## src/rtl/vat_pkg.sv

```systemverilog
package vat_pkg;

  localparam int unsigned DEF_PAGE_W = 3;
  localparam int unsigned DEF_LINE_W = 10;
  localparam int unsigned DEF_BLK_W  = 2;

  typedef enum logic [1:0] {
    RSP_IDLE  = 2'd0,
    RSP_HIT   = 2'd1,
    RSP_FAULT = 2'd2
  } rsp_kind_e;

endpackage

```

## src/rtl/vat_split.sv

```systemverilog
module vat_split #(
  parameter int unsigned PAGE_W = vat_pkg::DEF_PAGE_W,
  parameter int unsigned LINE_W = vat_pkg::DEF_LINE_W,
  localparam int unsigned VA_W  = PAGE_W + LINE_W
) (
  input  logic [VA_W-1:0]   vaddr,
  output logic [PAGE_W-1:0] page,
  output logic [LINE_W-1:0] line
);

  always_comb begin
    page = vaddr[VA_W-1:LINE_W];
    line = vaddr[LINE_W-1:0];
  end

endmodule

```

## src/rtl/vat_table.sv

```systemverilog
module vat_table #(
  parameter int unsigned PAGE_W = vat_pkg::DEF_PAGE_W,
  parameter int unsigned BLK_W  = vat_pkg::DEF_BLK_W,
  localparam int unsigned NPAGES = 1 << PAGE_W
) (
  input  logic              clk,
  input  logic              rst,
  input  logic              wr_en,
  input  logic [PAGE_W-1:0] wr_page,
  input  logic [BLK_W-1:0]  wr_blk,
  input  logic              wr_pres,
  input  logic              rd_en,
  input  logic [PAGE_W-1:0] rd_page,
  output logic [BLK_W-1:0]  rd_blk,
  output logic              rd_pres
);

  // Block numbers: plain array with a registered read, no reset.
  logic [BLK_W-1:0] blk_mem [NPAGES];
  logic [NPAGES-1:0] pres_vec;

  always_ff @(posedge clk) begin
    if (wr_en) begin
      blk_mem[wr_page] <= wr_blk;
    end
    if (rd_en) begin
      rd_blk <= blk_mem[rd_page];
    end
  end

  // Resident flags: one flop per page so reset can clear them all.
  for (genvar g = 0; g < NPAGES; g++) begin : g_pres
    always_ff @(posedge clk) begin
      if (rst) begin
        pres_vec[g] <= 1'b0;
      end else if (wr_en && (wr_page == PAGE_W'(g))) begin
        pres_vec[g] <= wr_pres;
      end
    end
  end

  always_ff @(posedge clk) begin
    if (rst) begin
      rd_pres <= 1'b0;
    end else if (rd_en) begin
      rd_pres <= pres_vec[rd_page];
    end
  end

endmodule

```

## src/rtl/vat_resp.sv

```systemverilog
module vat_resp #(
  parameter int unsigned PAGE_W = vat_pkg::DEF_PAGE_W,
  parameter int unsigned LINE_W = vat_pkg::DEF_LINE_W,
  parameter int unsigned BLK_W  = vat_pkg::DEF_BLK_W,
  localparam int unsigned PA_W  = BLK_W + LINE_W
) (
  input  logic              clk,
  input  logic              rst,
  input  logic              req,
  input  logic [PAGE_W-1:0] page,
  input  logic [LINE_W-1:0] line,
  input  logic [BLK_W-1:0]  rd_blk,
  input  logic              rd_pres,
  output logic              rsp_valid,
  output logic [PA_W-1:0]   rsp_paddr,
  output logic              rsp_fault,
  output logic [PAGE_W-1:0] rsp_fault_page
);
  import vat_pkg::*;

  logic              req_q;
  logic [PAGE_W-1:0] page_q;
  logic [LINE_W-1:0] line_q;
  rsp_kind_e         kind;

  always_ff @(posedge clk) begin
    if (rst) begin
      req_q  <= 1'b0;
      page_q <= '0;
      line_q <= '0;
    end else begin
      req_q <= req;
      if (req) begin
        page_q <= page;
        line_q <= line;
      end
    end
  end

  always_comb begin
    if (!req_q) begin
      kind = RSP_IDLE;
    end else if (rd_pres) begin
      kind = RSP_HIT;
    end else begin
      kind = RSP_FAULT;
    end
  end

  always_comb begin
    rsp_valid      = (kind == RSP_HIT);
    rsp_fault      = (kind == RSP_FAULT);
    rsp_paddr      = rsp_valid ? {rd_blk, line_q} : '0;
    rsp_fault_page = rsp_fault ? page_q : '0;
  end

endmodule

```

## src/rtl/vpage_xlate.sv

```systemverilog
module vpage_xlate #(
  parameter int unsigned PAGE_W = vat_pkg::DEF_PAGE_W,
  parameter int unsigned LINE_W = vat_pkg::DEF_LINE_W,
  parameter int unsigned BLK_W  = vat_pkg::DEF_BLK_W,
  localparam int unsigned VA_W  = PAGE_W + LINE_W,
  localparam int unsigned PA_W  = BLK_W + LINE_W
) (
  input  logic              clk,
  input  logic              rst,
  input  logic              tbl_we,
  input  logic [PAGE_W-1:0] tbl_page,
  input  logic [BLK_W-1:0]  tbl_block,
  input  logic              tbl_present,
  input  logic              req_valid,
  input  logic [VA_W-1:0]   req_vaddr,
  output logic              rsp_valid,
  output logic [PA_W-1:0]   rsp_paddr,
  output logic              rsp_fault,
  output logic [PAGE_W-1:0] rsp_fault_page
);

  logic [PAGE_W-1:0] req_page;
  logic [LINE_W-1:0] req_line;
  logic [BLK_W-1:0]  rd_blk;
  logic              rd_pres;

  vat_split #(.PAGE_W(PAGE_W), .LINE_W(LINE_W)) u_split (
    .vaddr (req_vaddr),
    .page  (req_page),
    .line  (req_line)
  );

  vat_table #(.PAGE_W(PAGE_W), .BLK_W(BLK_W)) u_table (
    .clk     (clk),
    .rst     (rst),
    .wr_en   (tbl_we),
    .wr_page (tbl_page),
    .wr_blk  (tbl_block),
    .wr_pres (tbl_present),
    .rd_en   (req_valid),
    .rd_page (req_page),
    .rd_blk  (rd_blk),
    .rd_pres (rd_pres)
  );

  vat_resp #(.PAGE_W(PAGE_W), .LINE_W(LINE_W), .BLK_W(BLK_W)) u_resp (
    .clk            (clk),
    .rst            (rst),
    .req            (req_valid),
    .page           (req_page),
    .line           (req_line),
    .rd_blk         (rd_blk),
    .rd_pres        (rd_pres),
    .rsp_valid      (rsp_valid),
    .rsp_paddr      (rsp_paddr),
    .rsp_fault      (rsp_fault),
    .rsp_fault_page (rsp_fault_page)
  );

endmodule

```

## config.mk

```make
export PLATFORM = sky130hd
export DESIGN_NAME = vpage_xlate
export DESIGN_NICKNAME = d
export VERILOG_FILES = /design/src/rtl/vat_pkg.sv /design/src/rtl/vat_split.sv /design/src/rtl/vat_table.sv /design/src/rtl/vat_resp.sv /design/src/rtl/vpage_xlate.sv
export SDC_FILE = /design/constraint.sdc
export NUM_CORES = 1
export LEC_CHECK = 0
export ABC_AREA = 0
export BUFFER_PORTS_ARGS = -buffer_cell sky130_fd_sc_hd__buf_4
export CORE_MARGIN = 4
export CORE_UTILIZATION = 45
export DETAILED_ROUTE_END_ITERATION = 16
export GPL_TIMING_DRIVEN = 0
export PLACE_DENSITY = 0.78
export SYNTH_ARGS = -nofsm -noshare
export SYNTH_HDL_FRONTEND = slang
export SYNTH_SLANG_ARGS = --single-unit
```

## constraint.sdc

```tcl
create_clock -name clk -period 1.8 [get_ports clk]
set_clock_uncertainty 0.1 [all_clocks]
set_input_delay 0.27 -clock clk [delete_from_list [all_inputs] [get_ports clk]]
set_output_delay 0.27 -clock clk [all_outputs]
set_load 0.05 [all_outputs]
```

==> impl_metrics.yaml, run 1 <==
grt:
  globalRoute.totalOverflow: 0
  grt_antenna_before_repair: 0
  grt_start_max_net_pins: 13
  track_usage: 0.1416
  wire_length_of_the_first_global_routing_pass_mm: 5.568
  number_of_global_route_vias_before_repair: 1145
final_layout:
  drive_above_1_share: 0.3278
  finalNetCount: 202
  n_fill_cell: 338
  post-route-util: 0.5936
  synthesis_to_finish_area_growth_pct: 25.42
  n_antenna_cell: 0
timing:
  grt_setup_unrepaired: "false"
  setup_tns_ns: 0
  finalWorstPathRequiredPeriod_ns: 1.700
  final-max-slew-violation-count: 0
  setup_viol: 0
  tightestPinTransition_ns: 0.4504
  timing.final.crit_share: 0.9447
  maxClockFrequency_ghz: 0.5881
  finalHoldViolCount: 0
  timing.slew.headroom: 0.6998
place:
  port-buffer-count: 36
  gp_congestion: 0.8129
  detailed_place_hpwl_mm: 2.582
route:
  route.detailed.wl_per_inst_um: 14.83
  routed_via_density: 5.162
  route.detailed.drc: 0
  drt-total-wl_mm: 3.382
  route.antenna.remaining_nets: 0
  route.vias.total: 1177
  dr.pass1.iters: 4
  initialDrtViolationCount: 43
worst_setup_path:
  critPathMaxStageDelay_ns: 0.45
  crit_family: "flip-flops"
  critical_path_capture_point_type: "output port"
  cp_num_buf_inv: 2
  worst_ep_required_time_ns: 1.43
  timing.critical_path.from_type: "flip-flop"
  cpMaxStageDelayCell: "sky130_fd_sc_hd__dfxtp_1"
  crit_fanout: 10
  critical_path.cell_chain: "clkbuf_2, and3_1, buf_4"
  timing_worst_setup_path_type: "reg2out"
  worstPathArrival_ns: 1.33
yosys:
  total_nets_after_synthesis: 159
  number_of_enable_type_register_cells_in_the_synthesized_netlist: 18
  post_synth_inst_count: 136
  yosys.cell_types.count: 21
  yosysTopAreaCell: "sky130_fd_sc_hd__edfxtp_1"
  synth_top_area_frac: 0.3051
  post_synth_instance_area_um2: 1772
  synthesis.yosys.warnings: 0
  synth_most_common_cell: "sky130_fd_sc_hd__dfxtp_1"
  synth_area_per_cell_um2: 13.03
  synth.ff_latch_count: 41
  dominantRegCellSynth: "sky130_fd_sc_hd__dfxtp_1"
  synthTopCellsByArea: "sky130_fd_sc_hd__edfxtp_1, sky130_fd_sc_hd__dfxtp_1, sky130_fd_sc_hd__mux2i_1"
  synth_sequential_area_ratio: 0.5650
  synthArstFlopShare: 0
  synth.top_cells.by_count: "sky130_fd_sc_hd__dfxtp_1, sky130_fd_sc_hd__mux2i_1, sky130_fd_sc_hd__nor2_1"
clocking:
  ctsRootBufferMaster: "sky130_fd_sc_hd__clkbuf_8"
  cts_buffers: 5
  clock_insertion_delay_at_the_later_pin_of_the_skew_report_ns: 0.29
  ctsHoldBuffers: 0
  clk_transition_reported_paths_ns: 0.08
  clkSinkCount: 41
  cts.path.max_buffers: 2
  cts_max_level: 2
  clock_tree_from_tritoncts: "done"
floorplan:
  rows: 22
  die_w_um: 70.75
  floorplan.die.height_um: 70.75
  fp.coreArea_um2: 3744
  start_util: 0.4733
  io_pins: 40
  fp.dieArea_um2: 5005
power_and_ir_drop:
  power_density_nw_per_um2: 856.2
  p_leak_nw: 1.012
  power.ir.vdd_worst_v: 0.0005024
worst_hold_path:
  worstHoldPathType: "in2reg"
run:
  maxCapViolCount: 0
status:
  run_status: "finished clean"
-- final cells by class --
cell class,instances,area [µm²],area share
multi-input combinational,82,714.4,0.3215
tap,48,60.06,0.02703
sequential,41,1001,0.4505
buffer,9,46.29,0.02083
clock buffer,8,115.1,0.05180
timing repair buffer,36,270.3,0.1216
inverter,4,15.01,0.006757
-- metal layers --
layer  wire length [µm]  GRT usage
met1               1406     0.1597
met2               1662     0.2420
met3                269    0.05682
met4                 44    0.05010
met5                  0          0
-- cell usage in the layout, fill, tap and decap left out, drive strengths merged --
cell,n
buf,39
nor2,21
nand3,1
dfxtp,23
clkbuf,14
mux4,5
a41oi,1
inv,4
nor2b,2
and3,12
nand4,1
and2,4
and4bb,3
mux2,3
mux2i,22
or4b,1
nand2b,1
nand4b,4
nor4b,1
edfxtp,18
-- kinds of logic after synthesis --
group                  after synthesis  share of synthesized area
AND/OR/NAND/NOR                     51                     0.1751
flip-flops                          41                     0.5650
multiplexers                        30                     0.2175
buffers and inverters               13                    0.03319
AO/OA/AOI/OAI                        1                   0.009183
-- timing repair --
action                                  CTS  global route
gates resized for setup                   0             4
setup buffers                             0             0
endpoints found under the setup margin    0            10
-- sequential cells by signal, summed over array words and instances, names as in the netlist --
name,count
u_resp.page_q,3
u_table.pres_vec,8
u_table.rd_pres,1
u_table.rd_blk,2
u_table.blk_mem,16
u_resp.line_q,10
u_resp.req_q,1
-- path summary, 6_finish.rpt --
path | cells after the start | slack (ns) | endpoint | from
setup / recovery | 3 | 0.1 | rsp_paddr[2] | u_table.rd_pres
setup reg to reg | 2 | 0.29 | u_table.rd_blk[0] | u_table.blk_mem[4][0]
hold / removal | 2 | 0.06 | u_table.rd_pres | rst
hold reg to reg | 2 | 0.39 | u_resp.page_q[2] | u_resp.page_q[2]
-- per-stage QoR --
| stage | instance area, µm² | std cells | hold slack [ns] | setup WS, ns | power, W |
|---|---|---|---|---|---|
| after floorplan | 1774 | 136 | 0.2333 | 0.06280 | 0.001142 |
| after global placement | 2105 | 220 | 0.3666 | 0.2276 | 0.001206 |
| after detailed placement | 2105 | 220 | 0.3732 | 0.2081 | 0.001217 |
| after CTS | 2220 | 228 | 0.05096 | 0.001022 | 0.001924 |
| after global routing | 2222 | 228 | 0.05014 | 0.007855 | 0.001988 |
| final | 2222 | 228 | 0.05929 | 0.09958 | 0.001903 |
-- power breakdown --
part,total [W],switching [W],internal [W]
clock network,0.000708,0.000297,0.000411
logic,0.000171,0.0000854,0.0000853
registers,0.00102,0.0000147,0.00101
total,0.00190,0.000397,0.00151
No activity file was read; power rests on OpenSTA's default activity.
==> inputs of run 2 (changes only) <==
--- a/config.mk
+++ b/config.mk
@@ -5,13 +5,13 @@
 export SDC_FILE = /design/constraint.sdc
 export NUM_CORES = 1
 export LEC_CHECK = 0
-export ABC_AREA = 0
+export ABC_AREA = 1
 export BUFFER_PORTS_ARGS = -buffer_cell sky130_fd_sc_hd__buf_4
 export CORE_MARGIN = 4
 export CORE_UTILIZATION = 45
 export DETAILED_ROUTE_END_ITERATION = 16
 export GPL_TIMING_DRIVEN = 0
-export PLACE_DENSITY = 0.78
+export PLACE_DENSITY = 0.79
 export SYNTH_ARGS = -nofsm -noshare
 export SYNTH_HDL_FRONTEND = slang
 export SYNTH_SLANG_ARGS = --single-unit
==> impl_metrics.yaml, run 2 <==
place:
  gp_congestion: 0.7859
  port-buffer-count: 38
  detailed_place_hpwl_mm: 2.643
  setup_ws_pre_cts_ns: 0.2888
  placed_cell_area_um2: 2062
  placed_cells: 289
worst_setup_path:
  rr_startpoint: "u_table.blk_mem[1][1]"
  worstPathArrival_ns: 1.33
  critical_path_capture_point_type: "output port"
  worst_ep_required_time_ns: 1.43
  timing_worst_setup_path_type: "reg2out"
  worstSetupStartpoint: "u_table.rd_pres"
  crit_fanout: 10
  timing.critical_path.from_type: "flip-flop"
route:
  route.antenna.remaining_nets: 0
  dr.pass1.iters: 4
  route.detailed.wl_per_inst_um: 12.23
  route.detailed.drc: 0
  drt-total-wl_mm: 3.631
  route.vias.total: 1446
  initialDrtViolationCount: 73
  routed_via_density: 4.869
power_and_ir_drop:
  p_leak_nw: 0.9331
  report.power.total_w: 0.001814
  switching_part_of_the_total_power: 0.2470
  power.internal_w: 0.001366
  power.switching_w: 0.0004480
  seq_power_share: 0.567
  share_clk_of_total_power: 0.316
  power.combinational.fraction: 0.117
  power_density_nw_per_um2: 843.9
  power.ir.vdd_worst_v: 0.0005972
final_layout:
  largest_register_ff_count: 16
  layout_common_cells: "sky130_fd_sc_hd__nor2_1, sky130_fd_sc_hd__buf_4, sky130_fd_sc_hd__o21ai_1, sky130_fd_sc_hd__nand2_1, sky130_fd_sc_hd__dfxtp_1"
  stdcell_area_um2: 2150
  drive_above_1_share: 0.2490
  n_antenna_cell: 0
  top_register: "u_table.blk_mem"
  final_cell_count_no_fill: 297
  synthesis_to_finish_area_growth_pct: 25.95
  largest_registers: "u_table.blk_mem: 16 flops, u_resp.line_q: 10 flops, u_table.pres_vec: 8 flops"
  finalNetCount: 271
clocking:
  postCtsSetupRepairBufs: 0
  clkSinkCount: 41
  cts_max_level: 2
  ctsRootBufferMaster: "sky130_fd_sc_hd__clkbuf_8"
  cts.path.max_buffers: 2
  cts_buffers: 5
  clock_tree_from_tritoncts: "done"
  clock_insertion_delay_at_the_later_pin_of_the_skew_report_ns: 0.30
  clk_transition_reported_paths_ns: 0.08
floorplan:
  die_w_um: 69.59
  fp.coreArea_um2: 3661
  rows: 22
  floorplan.die.height_um: 69.59
  start_util: 0.4662
  io_pins: 40
  fp.dieArea_um2: 4842
yosys:
  yosysTopAreaCell: "sky130_fd_sc_hd__edfxtp_1"
  synthesis.yosys.warnings: 0
  synth.top_cells.by_count: "sky130_fd_sc_hd__nor2_1, sky130_fd_sc_hd__o21ai_1, sky130_fd_sc_hd__nand2_1"
  dominantRegCellSynth: "sky130_fd_sc_hd__dfxtp_1"
  synth_most_common_cell: "sky130_fd_sc_hd__nor2_1"
  post_synth_inst_count: 203
  synth_sequential_area_ratio: 0.5865
  synthArstFlopShare: 0
  synth_area_per_cell_um2: 8.407
  total_nets_after_synthesis: 226
  synth_top_area_frac: 0.3167
  post_synth_instance_area_um2: 1707
  synth.ff_latch_count: 41
  yosys.cell_types.count: 18
  number_of_enable_type_register_cells_in_the_synthesized_netlist: 18
  synthTopCellsByArea: "sky130_fd_sc_hd__edfxtp_1, sky130_fd_sc_hd__dfxtp_1, sky130_fd_sc_hd__nor2_1"
worst_hold_path:
  worstHoldPathType: "in2reg"
  worstHoldStart: "rst"
grt:
  wire_length_of_the_first_global_routing_pass_mm: 6.106
  grt_start_max_net_pins: 13
  grt_antenna_before_repair: 0
  globalRoute.totalOverflow: 0
  track_usage: 0.1630
  number_of_global_route_vias_before_repair: 1342
timing:
  timing.final.crit_share: 0.9417
  timing.slew.headroom: 0.7389
  grt_setup_unrepaired: "true"
  final-max-slew-violation-count: 0
  maxClockFrequency_ghz: 0.5899
  timing.final.ws_setup_ns: 0.1049
  tightestPinTransition_ns: 0.3917
  setup_viol: 0
  finalHoldViolCount: 0
  finalWorstPathRequiredPeriod_ns: 1.695
run:
  maxCapViolCount: 0
status:
  run_status: "finished clean"
run 2: stage by stage:
| stage | TNS, ns | hold slack, ns | util |
|---|---|---|---|
| CTS | 0 | 0.05050 | 0.5861 |
| floorplan | 0 | 0.2424 | - |
| global placement | 0 | 0.3366 | 0.5632 |
| global route | -0.005095 | 0.05017 | 0.5872 |
| finish | 0 | 0.05243 | 0.5872 |
| detailed placement | 0 | 0.3450 | 0.5632 |
run 2: final timing paths:
kind                                           to  slack, ns  depth (start not counted)
worst max-delay path                 rsp_paddr[1]       0.10                          4
worst max register to register  u_table.rd_blk[1]       0.75                          4
worst min-delay path                 u_resp.req_q       0.05                          2
worst min register to register   u_resp.line_q[3]       0.35                          2
run 2: kinds of logic (layout without fill, tap and decap cells):
family,Yosys count,after routing,synth area share
compound gates,45,45,0.1364
simple gates,81,81,0.1891
flops,41,41,0.5865
buf+inv,36,82,0.08798
run 2: critical path, stage by stage, from the launching register on:
cell and delay, ns:
sky130_fd_sc_hd__dfxtp_1 0.36, sky130_fd_sc_hd__nand2_1 0.13, sky130_fd_sc_hd__buf_2 0.22, sky130_fd_sc_hd__nor2_1 0.12
sky130_fd_sc_hd__buf_4 0.21
run 2: area by class of cell:
class,instances,area [µm²]
Inverter,28,105.1
Clock inverter,2,10.01
Multi-Input combinational cell,126,565.5
Clock buffer,6,72.57
Buffer,8,46.29
Timing Repair Buffer,38,289.0
Fill cell,332,1511
Sequential cell,41,1001
Tap cell,48,60.06
run 2: what timing repair did:
action | 4_1_cts | 5_1_grt
hold buffers | 0 | 0
endpoints found under the setup margin | 10 | 9
gates resized for setup | 1 | 2
run 2: power groups by stage:
stage	sequential [W]	combinational (W)	clock [W]
after detailed placement	0.00105	0.000212	0
after CTS	0.00103	0.000213	0.000590
final	0.00103	0.000213	0.000572
after floorplan	0.00105	0.000129	0
after global routing	0.00103	0.000239	0.000633
after global placement	0.00105	0.000208	0
run 2: per-layer routing:
layer | up-vias | GRT usage | wire length (µm)
li1 | 757 | - | -
met1 | 647 | 0.2066 | 1644
met2 | 33 | 0.2489 | 1747
met3 | 9 | 0.04058 | 150
met4 | 0 | 0.09978 | 89
met5 | - | 0 | 0
==> inputs of run 3 (changes only) <==
--- a/config.mk
+++ b/config.mk
@@ -11,7 +11,7 @@
 export CORE_UTILIZATION = 45
 export DETAILED_ROUTE_END_ITERATION = 16
 export GPL_TIMING_DRIVEN = 0
-export PLACE_DENSITY = 0.79
+export PLACE_DENSITY = 0.81
 export SYNTH_ARGS = -nofsm -noshare
 export SYNTH_HDL_FRONTEND = slang
 export SYNTH_SLANG_ARGS = --single-unit
==> constraint.sdc (replaced) <==
create_clock -name clk -period 1.5 [get_ports clk]
set_clock_uncertainty 0.1 [all_clocks]
set_input_delay 0.225 -clock clk [delete_from_list [all_inputs] [get_ports clk]]
set_output_delay 0.225 -clock clk [all_outputs]
set_load 0.05 [all_outputs]
==> impl_metrics.yaml, run 3 (synthesized netlist as in run 2, its figures left out) <==
clocking:
  cts.path.max_buffers: 2
  cts_buffers: 5
  clock_insertion_delay_at_the_later_pin_of_the_skew_report_ns: 0.29
  clk_transition_reported_paths_ns: 0.08
  cts_max_level: 2
  clkSinkCount: 41
  ctsRootBufferMaster: "sky130_fd_sc_hd__clkbuf_8"
  postCtsSetupRepairBufs: 0
  clock_tree_from_tritoncts: "done"
final_layout:
  n_antenna_cell: 0
  finalNetCount: 272
  post-route-util: 0.6429
  largest_registers: "u_table.blk_mem: 16 flops, u_resp.line_q: 10 flops, u_table.pres_vec: 8 flops"
  final_cell_count_no_fill: 298
  commonest_non_fill_non_tap_cell_in_the_layout: "sky130_fd_sc_hd__nor2_1"
  stdcell_area_um2: 2354
  layout_common_cells: "sky130_fd_sc_hd__nor2_1, sky130_fd_sc_hd__buf_4, sky130_fd_sc_hd__o21ai_1, sky130_fd_sc_hd__nand2_1, sky130_fd_sc_hd__dfxtp_1"
  largest_register_ff_count: 16
  drive_above_1_share: 0.3080
  synthesis_to_finish_area_growth_pct: 37.90
  top_register: "u_table.blk_mem"
worst_setup_path:
  critPathMaxStageDelay_ns: 0.40
  timing.critical_path.from_type: "flip-flop"
  worst_ep_required_time_ns: 1.17
  cpMaxStageDelayCell: "sky130_fd_sc_hd__dfxtp_4"
  critical_path.cell_chain: "nand2_8, clkbuf_16, nor2_4, buf_6"
  cp_num_buf_inv: 2
  crit_fanout: 5
  crit_family: "flip-flops"
  critical_path_capture_point_type: "output port"
  worstPathArrival_ns: 1.22
  timing_worst_setup_path_type: "reg2out"
place:
  port-buffer-count: 38
  detailed_place_hpwl_mm: 2.803
  placed_cells: 289
  gp_congestion: 0.8136
  placed_cell_area_um2: 2082
grt:
  wire_length_of_the_first_global_routing_pass_mm: 6.630
  number_of_global_route_vias_before_repair: 1435
  globalRoute.totalOverflow: 0
  grt_antenna_before_repair: 0
  grt_start_max_net_pins: 13
  track_usage: 0.1759
floorplan:
  start_util: 0.4662
  die_w_um: 69.59
  floorplan.die.height_um: 69.59
  rows: 22
  io_pins: 40
  fp.dieArea_um2: 4842
  fp.coreArea_um2: 3661
run:
  maxCapViolCount: 0
power_and_ir_drop:
  p_leak_nw: 0.9678
  report.power.total_w: 0.002220
  power_density_nw_per_um2: 943.4
  power.ir.vdd_worst_v: 0.0008048
timing:
  final-max-slew-violation-count: 0
  finalHoldViolCount: 0
  timing.final.ws_setup_ns: -0.04180
  tightestPinTransition_ns: 0.3518
  setup_viol: 5
  grt_setup_unrepaired: "true"
  maxClockFrequency_ghz: 0.6486
  timing.slew.headroom: 0.7655
  setup_tns_ns: -0.1135
  finalWorstPathRequiredPeriod_ns: 1.542
  timing.final.crit_share: 1.028
route:
  dr.pass1.iters: 4
  drt-total-wl_mm: 4.204
  route.vias.total: 1487
  route.detailed.drc: 0
  routed_via_density: 4.990
  route.antenna.remaining_nets: 0
  route.detailed.wl_per_inst_um: 14.11
  initialDrtViolationCount: 94
status:
  violated_checks: "negative setup slack"
  run_status: "finished with violations"
worst_hold_path:
  worstHoldPathType: "in2reg"
## run 3: cell count changes in the layout (fill, tap and decap cells not counted), moves of 2 or more
cell	change
sky130_fd_sc_hd__buf_4	-12
sky130_fd_sc_hd__buf_6	+11
sky130_fd_sc_hd__buf_8	+2
sky130_fd_sc_hd__dfxtp_1	-2
sky130_fd_sc_hd__dfxtp_4	+2
sky130_fd_sc_hd__inv_1	-2
sky130_fd_sc_hd__nor2_1	-9
sky130_fd_sc_hd__nor2_2	-4
sky130_fd_sc_hd__nor2_4	+13
## run 3: path summary, 6_finish.rpt
check                              from                     to  slack, ns  cells past startpoint
setup / recovery        u_table.rd_pres           rsp_paddr[2]      -0.04                      4
hold / removal             tbl_block[1]  u_table.blk_mem[5][1]       0.07                      1
setup reg to reg  u_table.blk_mem[5][1]      u_table.rd_blk[1]       0.43                      4
hold reg to reg        u_resp.line_q[0]       u_resp.line_q[0]       0.36                      2
## run 3: routing by layer
| metal | track usage | vias to the layer above | wire length [µm] |
|---|---|---|---|
| met3 | 0.05072 | 6 | 198 |
| met1 | 0.2188 | 696 | 1708 |
| met4 | 0.08894 | 0 | 84 |
| li1 | - | 755 | - |
| met5 | 0 | - | 0 |
| met2 | 0.2775 | 30 | 2213 |
## run 3: final cells by class
type,count,area [µm²]
Fill cell,296,1308
Sequential cell,41,1008
Clock inverter,2,10.01
Tap cell,48,60.06
Timing Repair Buffer,40,362.8
Buffer,7,62.56
Multi-Input combinational cell,126,669.4
Clock buffer,6,72.57
Inverter,28,107.6
## run 3: metrics by stage
| stage | setup slack (ns) | hold WS, ns |
|---|---|---|
| global route | -0.08701 | 0.05771 |
| finish | -0.04180 | 0.06598 |
| CTS | -0.005221 | 0.06492 |
| detailed placement | 0.01853 | 0.3158 |
| global placement | 0.02009 | 0.3113 |
| floorplan | -0.1636 | 0.1974 |
## run 3: where the power goes
group	total [W]	switching, W	leakage (nW)	internal [W]
combinational	0.000290	0.000180	0.567	0.000110
sequential	0.00124	0.0000213	0.356	0.00122
clock	0.000692	0.000369	0.0450	0.000322
## run 3: timing repair
action | CTS | global route
endpoints found under the setup margin | 15 | 13
gates cloned | 1 | 0
hold buffers | 1 | 0
endpoints found under the hold margin | 1 | 0
resized for setup | 32 | 15
pin swaps | 0 | 1
